File: config.mk
export PLATFORM = sky130hd
export DESIGN_NAME = ddrrd_path
export DESIGN_NICKNAME = d
export VERILOG_FILES = /design/src/rtl/ddrrd_pkg.sv /design/src/rtl/ddrrd_burst_gen.sv /design/src/rtl/ddrrd_lat_pipe.sv /design/src/rtl/ddrrd_pattern.sv /design/src/rtl/ddrrd_path.sv
export SDC_FILE = /design/constraint.sdc
export NUM_CORES = 1
export LEC_CHECK = 0
export BUFFER_PORTS_ARGS = -buffer_cell sky130_fd_sc_hd__buf_2
export CAP_MARGIN = 10
export CELL_PAD_IN_SITES_DETAIL_PLACEMENT = 1
export CELL_PAD_IN_SITES_GLOBAL_PLACEMENT = 1
export CORE_ASPECT_RATIO = 1.5
export CORE_MARGIN = 2
export CORE_UTILIZATION = 50
export CTS_CLUSTER_DIAMETER = 30
export DETAILED_ROUTE_END_ITERATION = 12
export PLACE_DENSITY = 0.93
export SETUP_SLACK_MARGIN = 0.2
export SLEW_MARGIN = 20
export SYNTH_ARGS = -nofsm -noshare
export SYNTH_HDL_FRONTEND = slang
export SYNTH_HIERARCHICAL = 1
export SYNTH_SLANG_ARGS = --single-unit
export TNS_END_PERCENT = 10
File: constraint.sdc
create_clock -name clk_i -period 8.8 [get_ports clk_i]
set_input_delay 0.88 -clock clk_i [delete_from_list [all_inputs] [get_ports clk_i]]
set_output_delay 0.88 -clock clk_i [all_outputs]
set_load 0.05 [all_outputs]
File: src/rtl/ddrrd_pkg.sv
package ddrrd_pkg;

   typedef enum logic [1:0] {
      CMD_NOP  = 2'b00,
      CMD_READ = 2'b01,
      CMD_BST  = 2'b10,
      CMD_RSVD = 2'b11
   } ddrrd_cmd_e;

   // longest burst is 16 elements, i.e. 8 pairs
   localparam int unsigned MAX_PAIRS = 8;
   localparam int unsigned PAIR_W    = $clog2(MAX_PAIRS);
   localparam int unsigned BLC_W     = 2;

   function automatic logic [PAIR_W:0] pair_count(input logic [BLC_W-1:0] code);
      return (PAIR_W+1)'(1) << code;
   endfunction

endpackage

File: src/rtl/ddrrd_burst_gen.sv
module ddrrd_burst_gen
   import ddrrd_pkg::*;
#(
   parameter int unsigned BANK_W = 2,
   parameter int unsigned COL_W  = 10
) (
   input  logic               clk_i,
   input  logic               rst_ni,
   input  ddrrd_cmd_e         cmd_i,
   input  logic [BANK_W-1:0]  bank_i,
   input  logic [COL_W-1:0]   col_i,
   input  logic [BLC_W-1:0]   bl_code_i,
   output logic               ent_valid_o,
   output logic [BANK_W-1:0]  ent_bank_o,
   output logic [COL_W-1:0]   ent_col_o,
   output logic [PAIR_W-1:0]  ent_idx_o,
   output logic [BLC_W-1:0]   ent_bl_o
);

   logic              act_q,  act_d;
   logic [BANK_W-1:0] bank_q, bank_d;
   logic [COL_W-1:0]  col_q,  col_d;
   logic [PAIR_W-1:0] idx_q,  idx_d;
   logic [BLC_W-1:0]  bl_q,   bl_d;

   always_comb begin
      act_d       = act_q;
      bank_d      = bank_q;
      col_d       = col_q;
      idx_d       = idx_q;
      bl_d        = bl_q;
      ent_valid_o = 1'b0;
      ent_bank_o  = bank_q;
      ent_col_o   = col_q;
      ent_idx_o   = idx_q;
      ent_bl_o    = bl_q;
      unique case (cmd_i)
         CMD_READ: begin
            ent_valid_o = 1'b1;
            ent_bank_o  = bank_i;
            ent_col_o   = col_i;
            ent_idx_o   = '0;
            ent_bl_o    = bl_code_i;
            bank_d      = bank_i;
            col_d       = col_i;
            bl_d        = bl_code_i;
            idx_d       = PAIR_W'(1);
            act_d       = (bl_code_i != '0);
         end
         CMD_BST: begin
            act_d = 1'b0;
         end
         default: begin
            if (act_q) begin
               ent_valid_o = 1'b1;
               idx_d       = idx_q + PAIR_W'(1);
               if (({1'b0, idx_q} + (PAIR_W+1)'(1)) == pair_count(bl_q)) begin
                  act_d = 1'b0;
               end
            end
         end
      endcase
   end

   always_ff @(posedge clk_i or negedge rst_ni) begin
      if (!rst_ni) begin
         act_q  <= 1'b0;
         bank_q <= '0;
         col_q  <= '0;
         idx_q  <= '0;
         bl_q   <= '0;
      end else begin
         act_q  <= act_d;
         bank_q <= bank_d;
         col_q  <= col_d;
         idx_q  <= idx_d;
         bl_q   <= bl_d;
      end
   end

endmodule

File: src/rtl/ddrrd_lat_pipe.sv
module ddrrd_lat_pipe #(
   parameter int unsigned W     = 8,
   parameter int unsigned DEPTH = 3
) (
   input  logic         clk_i,
   input  logic         rst_ni,
   input  logic         in_valid_i,
   input  logic [W-1:0] in_data_i,
   output logic         out_valid_o,
   output logic [W-1:0] out_data_o,
   output logic         next_valid_o
);

   if (DEPTH < 2) begin : g_bad_depth
      $error("ddrrd_lat_pipe: DEPTH must be at least 2");
   end

   for (genvar s = 0; s < DEPTH; s++) begin : g_stage
      logic [W:0] st_q;
      logic [W:0] st_d;
      if (s == 0) begin : g_head
         assign st_d = {in_valid_i, in_data_i};
      end else begin : g_body
         assign st_d = g_stage[s-1].st_q;
      end
      always_ff @(posedge clk_i or negedge rst_ni) begin
         if (!rst_ni) st_q <= '0;
         else         st_q <= st_d;
      end
   end

   assign out_valid_o  = g_stage[DEPTH-1].st_q[W];
   assign out_data_o   = g_stage[DEPTH-1].st_q[W-1:0];
   assign next_valid_o = g_stage[DEPTH-2].st_q[W];

endmodule

File: src/rtl/ddrrd_pattern.sv
module ddrrd_pattern
   import ddrrd_pkg::*;
#(
   parameter int unsigned       BANK_W    = 2,
   parameter int unsigned       COL_W     = 10,
   parameter int unsigned       DATA_W    = 16,
   parameter logic [DATA_W-1:0] PAT_MUL   = 16'h9E37,
   parameter logic [DATA_W-1:0] PAT_XOR   = 16'hA5C3,
   parameter bit                ZERO_IDLE = 1'b1
) (
   input  logic                 valid_i,
   input  logic [BANK_W-1:0]    bank_i,
   input  logic [COL_W-1:0]     col_i,
   input  logic [PAIR_W-1:0]    idx_i,
   input  logic [BLC_W-1:0]     bl_i,
   output logic [1:0][DATA_W-1:0] word_o
);

   localparam int unsigned KEY_W = BANK_W + COL_W;

   if (KEY_W > DATA_W) begin : g_bad_key
      $error("ddrrd_pattern: bank and column must fit in DATA_W");
   end
   if (COL_W < 4) begin : g_bad_col
      $error("ddrrd_pattern: COL_W must cover a 16-element burst");
   end

   logic [COL_W-1:0] mask;
   assign mask = COL_W'((5'd2 << bl_i) - 5'd1);

   for (genvar ln = 0; ln < 2; ln++) begin : g_lane
      logic [COL_W-1:0]  off;
      logic [COL_W-1:0]  ecol;
      logic [DATA_W-1:0] key;
      logic [DATA_W-1:0] raw;
      assign off  = COL_W'({idx_i, 1'(ln)});
      assign ecol = (col_i & ~mask) | ((col_i + off) & mask);
      assign key  = DATA_W'({bank_i, ecol});
      assign raw  = (key * PAT_MUL) ^ PAT_XOR;
      if (ZERO_IDLE) begin : g_gate
         assign word_o[ln] = valid_i ? raw : '0;
      end else begin : g_pass
         assign word_o[ln] = raw;
      end
   end

endmodule

File: src/rtl/ddrrd_path.sv
module ddrrd_path
   import ddrrd_pkg::*;
#(
   parameter int unsigned       DATA_W    = 16,
   parameter int unsigned       BANK_W    = 2,
   parameter int unsigned       COL_W     = 10,
   parameter int unsigned       CAS_LAT   = 3,
   parameter logic [DATA_W-1:0] PAT_MUL   = 16'h9E37,
   parameter logic [DATA_W-1:0] PAT_XOR   = 16'hA5C3,
   parameter bit                ZERO_IDLE = 1'b1
) (
   input  logic              clk_i,
   input  logic              rst_ni,
   input  logic [1:0]        cmd_i,
   input  logic [BANK_W-1:0] bank_i,
   input  logic [COL_W-1:0]  col_i,
   input  logic [1:0]        bl_code_i,
   output logic [DATA_W-1:0] dq_rise_o,
   output logic [DATA_W-1:0] dq_fall_o,
   output logic              dq_valid_o,
   output logic              dqs_en_o
);

   localparam int unsigned ENT_W = BANK_W + COL_W + PAIR_W + BLC_W;

   if (CAS_LAT < 2) begin : g_bad_lat
      $error("ddrrd_path: CAS_LAT must be at least 2 for the preamble");
   end
   if (PAT_MUL[0] != 1'b1) begin : g_bad_mul
      $error("ddrrd_path: PAT_MUL must be odd");
   end

   logic              ent_v;
   logic [BANK_W-1:0] ent_bank;
   logic [COL_W-1:0]  ent_col;
   logic [PAIR_W-1:0] ent_idx;
   logic [BLC_W-1:0]  ent_bl;
   logic [ENT_W-1:0]  ent_vec;

   logic              out_v;
   logic              nxt_v;
   logic [ENT_W-1:0]  out_vec;
   logic [1:0][DATA_W-1:0] words;

   ddrrd_burst_gen #(
      .BANK_W (BANK_W),
      .COL_W  (COL_W)
   ) gen_i (
      .clk_i       (clk_i),
      .rst_ni      (rst_ni),
      .cmd_i       (ddrrd_cmd_e'(cmd_i)),
      .bank_i      (bank_i),
      .col_i       (col_i),
      .bl_code_i   (bl_code_i),
      .ent_valid_o (ent_v),
      .ent_bank_o  (ent_bank),
      .ent_col_o   (ent_col),
      .ent_idx_o   (ent_idx),
      .ent_bl_o    (ent_bl)
   );

   assign ent_vec = {ent_bank, ent_col, ent_idx, ent_bl};

   ddrrd_lat_pipe #(
      .W     (ENT_W),
      .DEPTH (CAS_LAT)
   ) pipe_i (
      .clk_i        (clk_i),
      .rst_ni       (rst_ni),
      .in_valid_i   (ent_v),
      .in_data_i    (ent_vec),
      .out_valid_o  (out_v),
      .out_data_o   (out_vec),
      .next_valid_o (nxt_v)
   );

   ddrrd_pattern #(
      .BANK_W    (BANK_W),
      .COL_W     (COL_W),
      .DATA_W    (DATA_W),
      .PAT_MUL   (PAT_MUL),
      .PAT_XOR   (PAT_XOR),
      .ZERO_IDLE (ZERO_IDLE)
   ) pat_i (
      .valid_i (out_v),
      .bank_i  (out_vec[ENT_W-1 -: BANK_W]),
      .col_i   (out_vec[PAIR_W+BLC_W +: COL_W]),
      .idx_i   (out_vec[BLC_W +: PAIR_W]),
      .bl_i    (out_vec[BLC_W-1:0]),
      .word_o  (words)
   );

   assign dq_rise_o  = words[0];
   assign dq_fall_o  = words[1];
   assign dq_valid_o = out_v;
   assign dqs_en_o   = out_v | nxt_v;

endmodule

## Word-level counts from Yosys, hierarchy flattened

Cells that the tools add are included.
W data, S select, Z words.

| cells by class | value |
|---|---|
| add/subtract/negate cells | 5 |
| $mul | 2 |
| div/mod/pow operators | 0 |
| magnitude comparators | 0 |
| equal/unequal tests | 3 |
| shift-type cells | 2 |
| mux-type cells | 13 |
| bitwise logic cells | 10 |
| reduce and logical (&&, ||, !) cells | 3 |

Operators by type and width:

| cell | number |
|---|---|
| $mul A12 B16 Y16 const B | 2 |
| $mux W16 | 2 |
| $and A10 B10 Y10 | 3 |
| $add A10 B4 Y10 | 2 |
| $or A10 B10 Y10 | 2 |
| $not A8 Y8 | 2 |
| $mux W10 | 1 |
| $not A10 Y10 | 1 |
| $shl A2 B2 Y10 const A | 1 |
| $sub A10 B1 Y10 const B | 1 |
| $mux W3 | 2 |
| $pmux W3 S2 | 1 |
| $add A3 B1 Y4 const B | 1 |
| $eq A4 B4 Y1 | 1 |
| $mux W2 | 2 |
| $pmux W1 S2 | 2 |
| $reduce_bool A2 Y1 | 2 |
| $shl A1 B2 Y4 const A | 1 |
| $add A3 B1 Y3 const B | 1 |
| $mux W1 | 3 |
| $eq A2 B1 Y1 const B | 1 |
| $eq A2 B2 Y1 const B | 1 |
| $reduce_and A2 Y1 | 1 |
| $not A1 Y1 | 1 |
| $or A1 B1 Y1 | 1 |

| word-level totals | value |
|---|---|
| register bits after elaboration | 72 |
| bits in latches | 0 |
| memory bits (writable) | 0 |
| bits in read-only memories | 0 |
| memories | 0 |

## Longest topological paths before layout

Gate-level depths: netlist (run 1).

| logic depth | value |
|---|---|
| depth after elaboration | 8 |
| gate-level depth with buffers | 23 |

## Cells and area by module

Netlist (run 1), hierarchy kept.

By module, submodules not included:

| module | instances | cells each | area each (um^2) | sequential area each (um^2) |
|---|---|---|---|---|
| ddrrd_pattern | 1 | 553 | 4829.6 | 0.0 |
| ddrrd_lat_pipe | 1 | 54 | 1351.3 | 1351.3 |
| ddrrd_burst_gen | 1 | 74 | 858.3 | 450.4 |
| ddrrd_path | 1 | 1 | 6.3 | 0.0 |

## Worst setup path after synthesis (run 1)

No wires, ideal clock.

| path | value |
|---|---|
| path type | register to output |
| from | register pipe_i.g_stage[2].st_q[6] |
| to | output port dq_fall_o[12] |
| arrival time | 6.394 ns |
| required time | 7.920 ns |
| setup slack | 1.526 ns |
| cell stages (with the launch flop) | 22 |
| buffers on the path | 0 |
| path through | dfrtp_1 -> ha_1 -> fa_1 -> a31o_2 -> a21oi_1 -> nor3_1 -> nand2b_1 -> xnor2_1 -> fa_1 -> inv_1 -> fa_1 -> inv_1 -> fa_1 -> fa_1 -> inv_1 -> fa_1 -> inv_1 -> ha_1 -> or4_1 -> a21oi_1 -> nor4_1 -> nor3_1 |

| on the way | value |
|---|---|
| word-level cells in the longest chain between the ends | 5 |

RTL lines:

| item | line | text |
|---|---|---|
| from (decl) | ddrrd_lat_pipe.sv:19 | `logic [W:0] st_q;` |
| from (signal assigned) | ddrrd_lat_pipe.sv:28 | `else st_q <= st_d;` |
| $add A10 B4 Y10 | ddrrd_pattern.sv:37 | `assign ecol = (col_i & ~mask) \| ((col_i + off) & mask);` |
| $and A10 B10 Y10 | ddrrd_pattern.sv:37 |  |
| $or A10 B10 Y10 * | ddrrd_pattern.sv:37 |  |
| $mul A12 B16 Y16 * | ddrrd_pattern.sv:39 | `assign raw = (key * PAT_MUL) ^ PAT_XOR;` |
| $mux W16 * | ddrrd_pattern.sv:41 | `assign word_o[ln] = valid_i ? raw : '0;` |
| to (decl) | ddrrd_path.sv:19 | `output logic [DATA_W-1:0] dq_fall_o,` |

Mark *: on every way between the ends. The rest lies on a longest branch, timed or not.

## Final worst setup path (run 1)

| path | value |
|---|---|
| from | register pipe_i.g_stage[2].st_q[6] |
| to | output port dq_fall_o[15] |

| on the way | value |
|---|---|
| word-level cells in the longest chain between the ends | 6 |

RTL lines:

| item | line |
|---|---|
| $add A10 B4 Y10 | ddrrd_pattern.sv:37 |
| $and A10 B10 Y10 | ddrrd_pattern.sv:37 |
| $or A10 B10 Y10 * | ddrrd_pattern.sv:37 |
| $mul A12 B16 Y16 * | ddrrd_pattern.sv:39 |
| $not A8 Y8 (no source line) * | -- |
| $mux W16 * | ddrrd_pattern.sv:41 |

Marks and branches as above.

==> results of run 1 <==
==> cells by family (layout without fill, tap and decap cells) <==
kind of cell,Yosys count,count (layout),synth area share
compound gates,81,81,0.0742
xor+xnor,39,39,0.0506
fa+ha+maj,184,184,0.417
buf+inv,192,249,0.105
flops,72,72,0.256
mux,18,18,0.0281
simple gates,96,96,0.0685
==> sequential cells by signal, summed over array words and instances (netlist names) <==
name,cells
pipe_i/g_stage.st_q,54
gen_i/col_q,10
gen_i/idx_q,3
gen_i/bank_q,2
gen_i/bl_q,2
gen_i/act_q,1
==> worst min path at each step <==
stage	start	end	slack, ps	cells after the start
after floorplan	pipe_i/g_stage[0].st_q[0]$_DFF_PN0_	pipe_i/g_stage[1].st_q[0]$_DFF_PN0_	330	0
after global placement	pipe_i/g_stage[1].st_q[8]$_DFF_PN0_	pipe_i/g_stage[2].st_q[8]$_DFF_PN0_	330	0
after detailed placement	pipe_i/g_stage[0].st_q[0]$_DFF_PN0_	pipe_i/g_stage[1].st_q[0]$_DFF_PN0_	340	0
after CTS	pipe_i/g_stage[1].st_q[2]$_DFF_PN0_	pipe_i/g_stage[2].st_q[2]$_DFF_PN0_	350	0
after global routing	pipe_i/g_stage[0].st_q[7]$_DFF_PN0_	pipe_i/g_stage[1].st_q[7]$_DFF_PN0_	350	0
final	pipe_i/g_stage[1].st_q[2]$_DFF_PN0_	pipe_i/g_stage[2].st_q[2]$_DFF_PN0_	350	0
==> metal layers <==
layer,global-route usage,up-vias,wire length (um)
met5,0,-,0
met4,0.129,0,876
met3,0.0244,56,464
met2,0.499,123,10300
met1,0.254,2465,6150
li1,-,2226,-
==> per-stage QoR <==
stage	hold slack, ps	std cells	util
floorplan	331	682	-
global placement	332	888	0.535
detailed placement	336	888	0.535
CTS	348	904	0.557
global route	351	904	0.557
finish	346	904	0.557
==> layout make-up <==
class,count,area [sq um],share of cell area
Sequential cell,72,1800,0.232
Clock inverter,2,37.5,0.00484
Clock buffer,14,264,0.0341
Tap cell,165,206,0.0266
Multi-Input combinational cell,418,4500,0.581
Inverter,181,679,0.0876
Timing Repair Buffer,52,263,0.0339
==> placed cells by master (no fill, tap or decap), drive strengths merged, types with 4 or more instances in the layout <==
cell    netlist  routed
or3           4       4
nand2        16      16
mux2i         4       4
nor2b         5       5
o21a          6       6
clkbuf        5      14
mux2         14      14
nor3         15      15
a21oi        25      25
buf           4      52
dfrtp        72      72
a21o          9       9
and2         11      11
or4           4       4
nor2         26      26
o21ai        13      13
fa           85      85
a211o         4       4
xnor2        25      25
a211oi        7       7
ha           99      99
xor2         14      14
inv         181     181
nand2b        4       4
o21bai        5       5
==> worst max-delay path, delay by kind of cell, from the launching register on <==
| family | cells | cell delay [ps] |
|---|---|---|
| adder cells (fa/ha/maj) | 8 | 3660 |
| AO/OA/AOI/OAI | 4 | 810 |
| AND/OR/NAND/NOR | 4 | 680 |
| buffers and inverters | 5 | 530 |
| flip-flops | 1 | 410 |
| multiplexers | 1 | 150 |
| XOR/XNOR | 1 | 120 |
==> summary.txt, run 1 <==
Setup path
  – R2R depth: 5
  – Critical path endpoint: dq_fall_o[15]
  – Register-to-register setup slack: between 7000 and 8000 ps
  – CP Cell Sequence: ha_1 -> fa_1 -> a31o_2 -> a21oi_1 -> nor3_1 -> nand2b_1 -> xnor2_1 -> fa_1 -> inv_1 -> fa_1 -> inv_1 -> fa_1 -> fa_1 -> inv_1 -> fa_1 -> inv_1 -> ha_1 -> nand3_1 -> a21oi_1 -> a211oi_1 -> or3_1 -> mux2i_1 -> buf_2
  – Largest stage delay on the critical path: 560 ps
  – Crit path DAT: 6690 ps
  – Cell mode on critical path: fa_1
  – Critical path's slowest cell: fa_1
  – Crit path capture type: primary output
  – WS Path Type: reg -> out
  – CP startpoint: pipe_i/g_stage[2].st_q[6]$_DFF_PN0_
  – Crit-path max FO: 4
  – Reg2Reg Launch Point: gen_i/idx_q[0]$_DFFE_PN0P_
  – Worst setup SP type: flip-flop
  – Critical path data required time: approximately 7900 ps
  – Reg-to-reg critical path endpoint: gen_i/act_q$_DFF_PN0_

Finish
  – Filler Cells Inserted: around 1500
  – Post-layout nets: roughly 940
  – ANT cells: 0
  – Area Overhead vs Synth: 10.0%
  – Finished layout cell area: 7750 sq um
  – Fraction of layout cells with a size suffix above 1: 0.0961

Logic synthesis
  – Synthesized net count: 884
  – Most frequent cell after synthesis: inv_1
  – Synthesized flop and latch total: around 70
  – Synth top area cells: dfrtp_1, fa_1, ha_1
  – Number of flops mapped to enable cells by yosys: 0
  – Top cells by count, synth: inv_1, ha_1, fa_1
  – Synth top area share: 0.256
  – Synth Instances: 682
  – Ys Warns: 6
  – Largest area contributor in the netlist: dfrtp_1
  – Syn avg cell area: 10.3 sq um
  – Ys flop type: dfrtp_1
  – Mapped Area: 7050 sq um
  – Async S/R FF share, synth: 1.00
  – Register area share after synthesis: 0.256
  – Unique masters post-synth: 43

Timing
  – RSZ-0062 raised after global routing: false
  – Final Hold Viols: 0
  – Fmax: 132 MHz
  – Worst slew pin tran: 988 ps
  – Clk_skew: approximately 3.4 ps
  – Relative slew slack: 0.335
  – Slew Viols, Final: 0
  – Final Cycle Share: 0.861
  – Final Setup Violations: 0
  – Setup ws final: 1230 ps
  – Min cycle time layout: around 7600 ps
  – Aggregate negative setup slack: 0 ps

Clock network
  – Cts repair resizes: 0
  – Worst skew pair latency: 320 ps
  – Total CTS buffers: 9
  – Maximum clock insertion buffer count: 2
  – Root Buffer: clkbuf_16
  – CTS HTree Levels: 3
  – Clk slew on worst S/H paths: roughly 50 ps
  – Hold_buf cts: 0
  – CTS Sinks: 72
  – TritonCTS clock tree: built
  – Postcts setup bufs: 0

Routing
  – Final ANT Viol Nets: 0
  – First-pass DRT Iterations: 4
  – Routed len/inst: 19.7 um
  – Post-DR vias/cell: between 5 and 6
  – Via count: between 4000 and 5000
  – DRC viols: 0
  – DRT Wirelength: 17800 um
  – Initial DRC count: 147

GRT
  – Vias in the first global route: 5894
  – First-pass GRT wire length: 29000 um
  – Largest net degree at the start of global routing: 73
  – GRT Total Usage: 0.253
  – Initial antenna violation count: 0
  – GRT overflow: 0

Run status
  – Outcome: finished, final reports clean

Floorplanning
  – Floorplan row count: 53
  – Die Height: 149 um
  – Full die area: ~15000 sq um
  – Core area: 13900 sq um
  – Starting density of the core: 0.506
  – IO Pins: 52
  – Die W: 101 um

Placed design
  – Placement Setup Slack: about 1600 ps
  – Post-DP HPWL: 15200 um
  – Gpl congestion: 0.908
  – DP Area: 7450 sq um
  – PortBufs: 51

Run
  – Max Cap Viol: 0

Min path
  – Hold Path Class: reg -> reg
Power of run 1 is not shown: default switching activity piles up to over one toggle a cycle in this logic, so the estimate is an artifact.
==> run 2, diff against run 1 <==
CORE_UTILIZATION = 45   (was 50)
PLACE_DENSITY = 0.87   (was 0.93)
==> run 2 against run 1 <==
Net effect:
- register-to-register slack worse by 60 ps
- wire length down 7.6%
- highest routed layer unchanged
- worst setup slack better by 79 ps
- clock skew grew 1.9 ps
- final cell count rose by 4.2%
- non-clock buffer count stayed put
- final area up 1.2%
- utilization fell by 5.0 points
- first-iteration DRC count fell by 20%
- critical endpoint is now dq_fall_o[14]
==> summary.txt, run 2 (synthesized netlist as in run 1, its figures left out) <==
Setup path
  – Delay-heaviest family, CP: adder cells
  – Critical path data required time: a little under 8000 ps
  – Crit path DAT: 6610 ps
  – Cell mode on critical path: fa_1
  – Crit path capture type: primary output
  – Buf/Inv on CP: 5
  – Worst setup SP type: flip-flop
  – WS Path Type: reg -> out
  – Crit-path max FO: 4
  – CP Cell Sequence: ha_1 -> fa_1 -> a31o_2 -> a21oi_1 -> nor3_1 -> and3_2 -> xor2_1 -> ha_1 -> inv_1 -> fa_1 -> inv_1 -> fa_1 -> inv_1 -> fa_1 -> fa_1 -> inv_1 -> ha_1 -> a211o_1 -> or4_1 -> a21oi_1 -> nor3_1 -> mux2i_1 -> buf_2
  – Largest stage delay on the critical path: between 500 and 600 ps
  – Critical path's slowest cell: fa_1

Placed design
  – Placed Cells: 926
  – Post-DP HPWL: 13600 um
  – PortBufs: 51
  – Gpl congestion: 0.848

Clock network
  – CTS HTree Levels: 3
  – Root Buffer: clkbuf_16
  – Hold_buf cts: 0
  – Postcts setup bufs: 0
  – Total CTS buffers: 9
  – TritonCTS clock tree: built
  – CTS Sinks: 72
  – Clk slew on worst S/H paths: around 50 ps
  – Cts repair resizes: 0
  – Maximum clock insertion buffer count: 2
  – Worst skew pair latency: 330 ps

Timing
  – RSZ-0062 raised after global routing: false
  – Clk_skew: 5.33 ps
  – Worst slew pin tran: 940 ps
  – Aggregate negative setup slack: 0 ps
  – Hold slack: 347 ps
  – Relative slew slack: 0.373
  – Min cycle time layout: 7490 ps
  – Final Hold Viols: 0
  – Final Cycle Share: 0.852
  – Fmax: 133 MHz
  – Final Setup Violations: 0
  – Slew Viols, Final: 0

Routing
  – Initial DRC count: 117
  – Post-DR vias/cell: 5.05
  – Final ANT Viol Nets: 0
  – DRT Wirelength: 16400 um
  – Routed len/inst: 17.5 um
  – Via count: 4761
  – First-pass DRT Iterations: 4
  – DRC viols: 0

Finish
  – Most frequent cells in the layout: inv_1, ha_1, fa_1, dfrtp_1, buf_2
  – Top Registers: pipe_i/g_stage.st_q: 54 flops, gen_i/col_q: 10 flops, gen_i/idx_q: 3 flops
  – Max reg flops: 54
  – Area Overhead vs Synth: 11.3%
  – Post-layout nets: 936
  – Most flops, register: pipe_i/g_stage.st_q
  – Fraction of layout cells with a size suffix above 1: 0.0988
  – ANT cells: 0
  – Most common cell after layout, fill and taps aside: inv_1
  – Fin cells: 942

Floorplanning
  – IO Pins: between 50 and 60
  – Die Height: about 160 um
  – Full die area: approximately 17000 sq um
  – Starting density of the core: 0.455
  – Die W: 106 um
  – Floorplan row count: between 50 and 60
  – Core area: between 15000 and 20000 sq um

GRT
  – GRT Total Usage: 0.213
  – Largest net degree at the start of global routing: 73
  – Vias in the first global route: about 5600
  – GRT overflow: 0
  – Initial antenna violation count: 0
  – First-pass GRT wire length: 27500 um

Min path
  – Hold Path Class: reg -> reg

Run
  – Max Cap Viol: 0

Run status
  – Outcome: finished, final reports clean
## run 2: changes by cell type in the layout (fill, tap and decap cells not counted), sizes merged
cell | previous run | this run
clkbuf | 14 | 11
clkinv | 0 | 2
bufinv | 1 | 3
clkinvlp | 1 | 0
## run 2: final cells by class
cell class / instances / area, sq um
clock buffer: 11 / 243
sequential: 72 / 1800
timing repair buffer: 52 / 263
fill: 1753 / 7640
tap: 203 / 254
inverter: 181 / 679
multi-input combinational: 418 / 4500
clock inverter: 5 / 104
## run 2: through the flow
| stage | cell area [sq um] | utilization | worst slack [ps] |
|---|---|---|---|
| CTS | 7850 | 0.507 | 1260 |
| detailed placement | 7500 | 0.484 | 1660 |
| global placement | 7500 | 0.484 | 1880 |
| finish | 7850 | 0.507 | 1310 |
| floorplan | 7050 | - | 1530 |
| global route | 7850 | 0.507 | 933 |
## run 2: worst paths after layout
kind | end | startpoint | slack [ps] | cells after the start
setup / recovery | dq_fall_o[14] | pipe_i/g_stage[2].st_q[6]$_DFF_PN0_ | 1310 | 23
hold / removal | pipe_i/g_stage[1].st_q[2]$_DFF_PN0_ | pipe_i/g_stage[0].st_q[2]$_DFF_PN0_ | 350 | 0
setup reg to reg | gen_i/act_q$_DFF_PN0_ | gen_i/idx_q[0]$_DFFE_PN0P_ | 7230 | 5
hold reg to reg | pipe_i/g_stage[1].st_q[2]$_DFF_PN0_ | pipe_i/g_stage[0].st_q[2]$_DFF_PN0_ | 350 | 0
max in group asynchronous | pipe_i/g_stage[0].st_q[10]$_DFF_PN0_ | rst_ni | 7480 | 2
min in group asynchronous | gen_i/bl_q[1]$_DFF_PN0_ | rst_ni | 760 | 2
## run 2: per-layer routing
layer | vias up | track usage | share of wire
li1 | 2232 | - | -
met4 | 0 | 0.0959 | 0.036
met2 | 84 | 0.431 | 0.58
met5 | - | 0 | 0
met3 | 44 | 0.0290 | 0.026
met1 | 2401 | 0.209 | 0.36
Power of run 2 is left out for the same reason.
==> run 3, diff against run 2 <==
CORE_UTILIZATION = 50   (was 45)
CTS_BUF_LIST = sky130_fd_sc_hd__clkbuf_16   (was unset)
PLACE_DENSITY = 0.94   (was 0.87)
==> run 3 against run 2 <==
Net effect:
- sequential share of layout area increased by 0.32 points
- die area decreased by 9.7%
- clock skew decreased by 1.0 ps
- count of clock-buffer cells in the layout decreased by 2
- register-to-register slack about the same
- critical path depth decreased by 6
- global-route usage increased by 3.8 points
- worst setup slack got worse by 19 ps
- wire length increased by 7.8%
- critical path type unchanged
==> summary.txt, run 3 (synthesized netlist as in run 1, its figures left out) <==
GRT
  – GRT overflow: 0
  – Vias in the first global route: 5737
  – GRT Total Usage: 0.251
  – First-pass GRT wire length: 28600 um
  – Initial antenna violation count: 0
  – Largest net degree at the start of global routing: 73

Finish
  – Top Registers: pipe_i/g_stage.st_q: 54 flops, gen_i/col_q: 10 flops, gen_i/idx_q: 3 flops
  – Max reg flops: 54
  – Fin cells: 904
  – Area Overhead vs Synth: 9.84%
  – End-of-flow core utilization: 0.556
  – ANT cells: 0
  – Most common cell after layout, fill and taps aside: inv_1
  – Finished layout cell area: 7740 sq um
  – Filler Cells Inserted: 1535
  – Most frequent cells in the layout: inv_1, ha_1, fa_1, dfrtp_1, buf_2
  – Post-layout nets: 936
  – Most flops, register: pipe_i/g_stage.st_q
  – Fraction of layout cells with a size suffix above 1: 0.0974

Timing
  – Final Hold Viols: 0
  – Final Setup Violations: 0
  – Relative slew slack: 0.349
  – Slew Viols, Final: 0
  – Aggregate negative setup slack: 0 ps
  – Final Cycle Share: 0.854
  – Clk_skew: 4.30 ps
  – Min cycle time layout: 7510 ps
  – RSZ-0062 raised after global routing: false
  – Fmax: 133 MHz
  – Worst slew pin tran: 966 ps

Setup path
  – Crit-path max FO: 9
  – Largest stage delay on the critical path: 760 ps
  – CP Cell Sequence: fa_1 -> xnor2_1 -> o21ai_0 -> inv_1 -> fa_1 -> fa_1 -> fa_1 -> inv_1 -> fa_1 -> inv_1 -> ha_1 -> a211o_1 -> or4_1 -> a21oi_1 -> nor3_1 -> mux2i_1 -> buf_2
  – R2R depth: 5
  – Crit path DAT: 6630 ps
  – Critical path data required time: 7920 ps
  – Cell mode on critical path: fa_1
  – Delay-heaviest family, CP: adder cells
  – Reg-to-reg critical path endpoint: gen_i/act_q$_DFF_PN0_
  – Worst setup SP type: flip-flop
  – WS Path Type: reg -> out
  – Register-to-register setup slack: just over 7000 ps
  – Critical path's slowest cell: o21ai_0
  – Crit path capture type: primary output
  – Buf/Inv on CP: 4
  – Reg2Reg Launch Point: gen_i/idx_q[0]$_DFFE_PN0P_

Floorplanning
  – Floorplan row count: 53
  – Full die area: 15100 sq um
  – Die Height: 149 um
  – Starting density of the core: 0.506
  – Core area: 13900 sq um
  – IO Pins: 52
  – Die W: 101 um

Routing
  – Final ANT Viol Nets: 0
  – Post-DR vias/cell: between 5 and 6
  – DRC viols: 0
  – DRT Wirelength: 17700 um
  – Via count: approximately 4900
  – First-pass DRT Iterations: 5
  – Initial DRC count: 149
  – Routed len/inst: between 15 and 20 um

Min path
  – Hold path start: pipe_i/g_stage[0].st_q[15]$_DFF_PN0_
  – Hold path cells: 0
  – Hold Path Class: reg -> reg
  – Hold EP: pipe_i/g_stage[1].st_q[15]$_DFF_PN0_

Clock network
  – Cts repair resizes: 0
  – Root Buffer: clkbuf_16
  – CTS Sinks: 72
  – TritonCTS clock tree: built
  – Clk slew on worst S/H paths: about 50 ps
  – Postcts setup bufs: 0
  – Maximum clock insertion buffer count: 2
  – CTS HTree Levels: 3
  – Hold_buf cts: 0
  – Worst skew pair latency: 320 ps
  – Total CTS buffers: 9

Run
  – Max Cap Viol: 0

Placed design
  – Post-DP HPWL: 15100 um
  – PortBufs: 51
  – Gpl congestion: 0.911
  – DP Area: about 7500 sq um
  – Placed Cells: around 900

Run status
  – Outcome: finished, final reports clean
-- run 3: how the worst max path moves through the flow --
stage                                                    from            end  slack, ps  cells after the start
after floorplan           pipe_i/g_stage[2].st_q[6]$_DFF_PN0_  dq_fall_o[12]       1530                     21
after global placement    pipe_i/g_stage[2].st_q[6]$_DFF_PN0_  dq_fall_o[14]       1930                     23
after detailed placement  pipe_i/g_stage[2].st_q[5]$_DFF_PN0_  dq_fall_o[14]       1590                     17
after CTS                 pipe_i/g_stage[2].st_q[5]$_DFF_PN0_  dq_fall_o[14]       1230                     17
after global routing      pipe_i/g_stage[2].st_q[6]$_DFF_PN0_  dq_rise_o[14]       1000                     20
final                     pipe_i/g_stage[2].st_q[5]$_DFF_PN0_  dq_fall_o[14]       1290                     17
-- run 3: worst register-to-register path, stage by stage, from the launching register on --
cell      delay (ps)
dfrtp_1          440
ha_1             260
xnor2_1          250
nor3_1            80
a311o_1          320
o311ai_1         100
-- run 3: layer usage --
layer  track usage  vias to the layer above  wire length (um)
met5             0                        -                 0
met4         0.107                        0               643
met3        0.0211                       38               383
met2         0.510                      107             10500
met1         0.250                     2495              6190
li1              -                     2230                 -
-- run 3: metrics by stage --
| stage | setup WS (ps) | hold WS (ps) |
|---|---|---|
| finish | 1290 | 345 |
| floorplan | 1530 | 331 |
| global placement | 1930 | 332 |
| CTS | 1230 | 348 |
| global route | 1000 | 353 |
| detailed placement | 1590 | 336 |
-- run 3: cell type report --
class	instances	area [sq um]	area share
Multi-Input combinational cell	418	4500	0.582
Sequential cell	72	1800	0.233
Inverter	181	679	0.0878
Timing Repair Buffer	52	263	0.0340
Clock buffer	9	225	0.0291
Tap cell	165	206	0.0267
Clock inverter	7	62.6	0.00808
Power of run 3 is left out for the same reason.
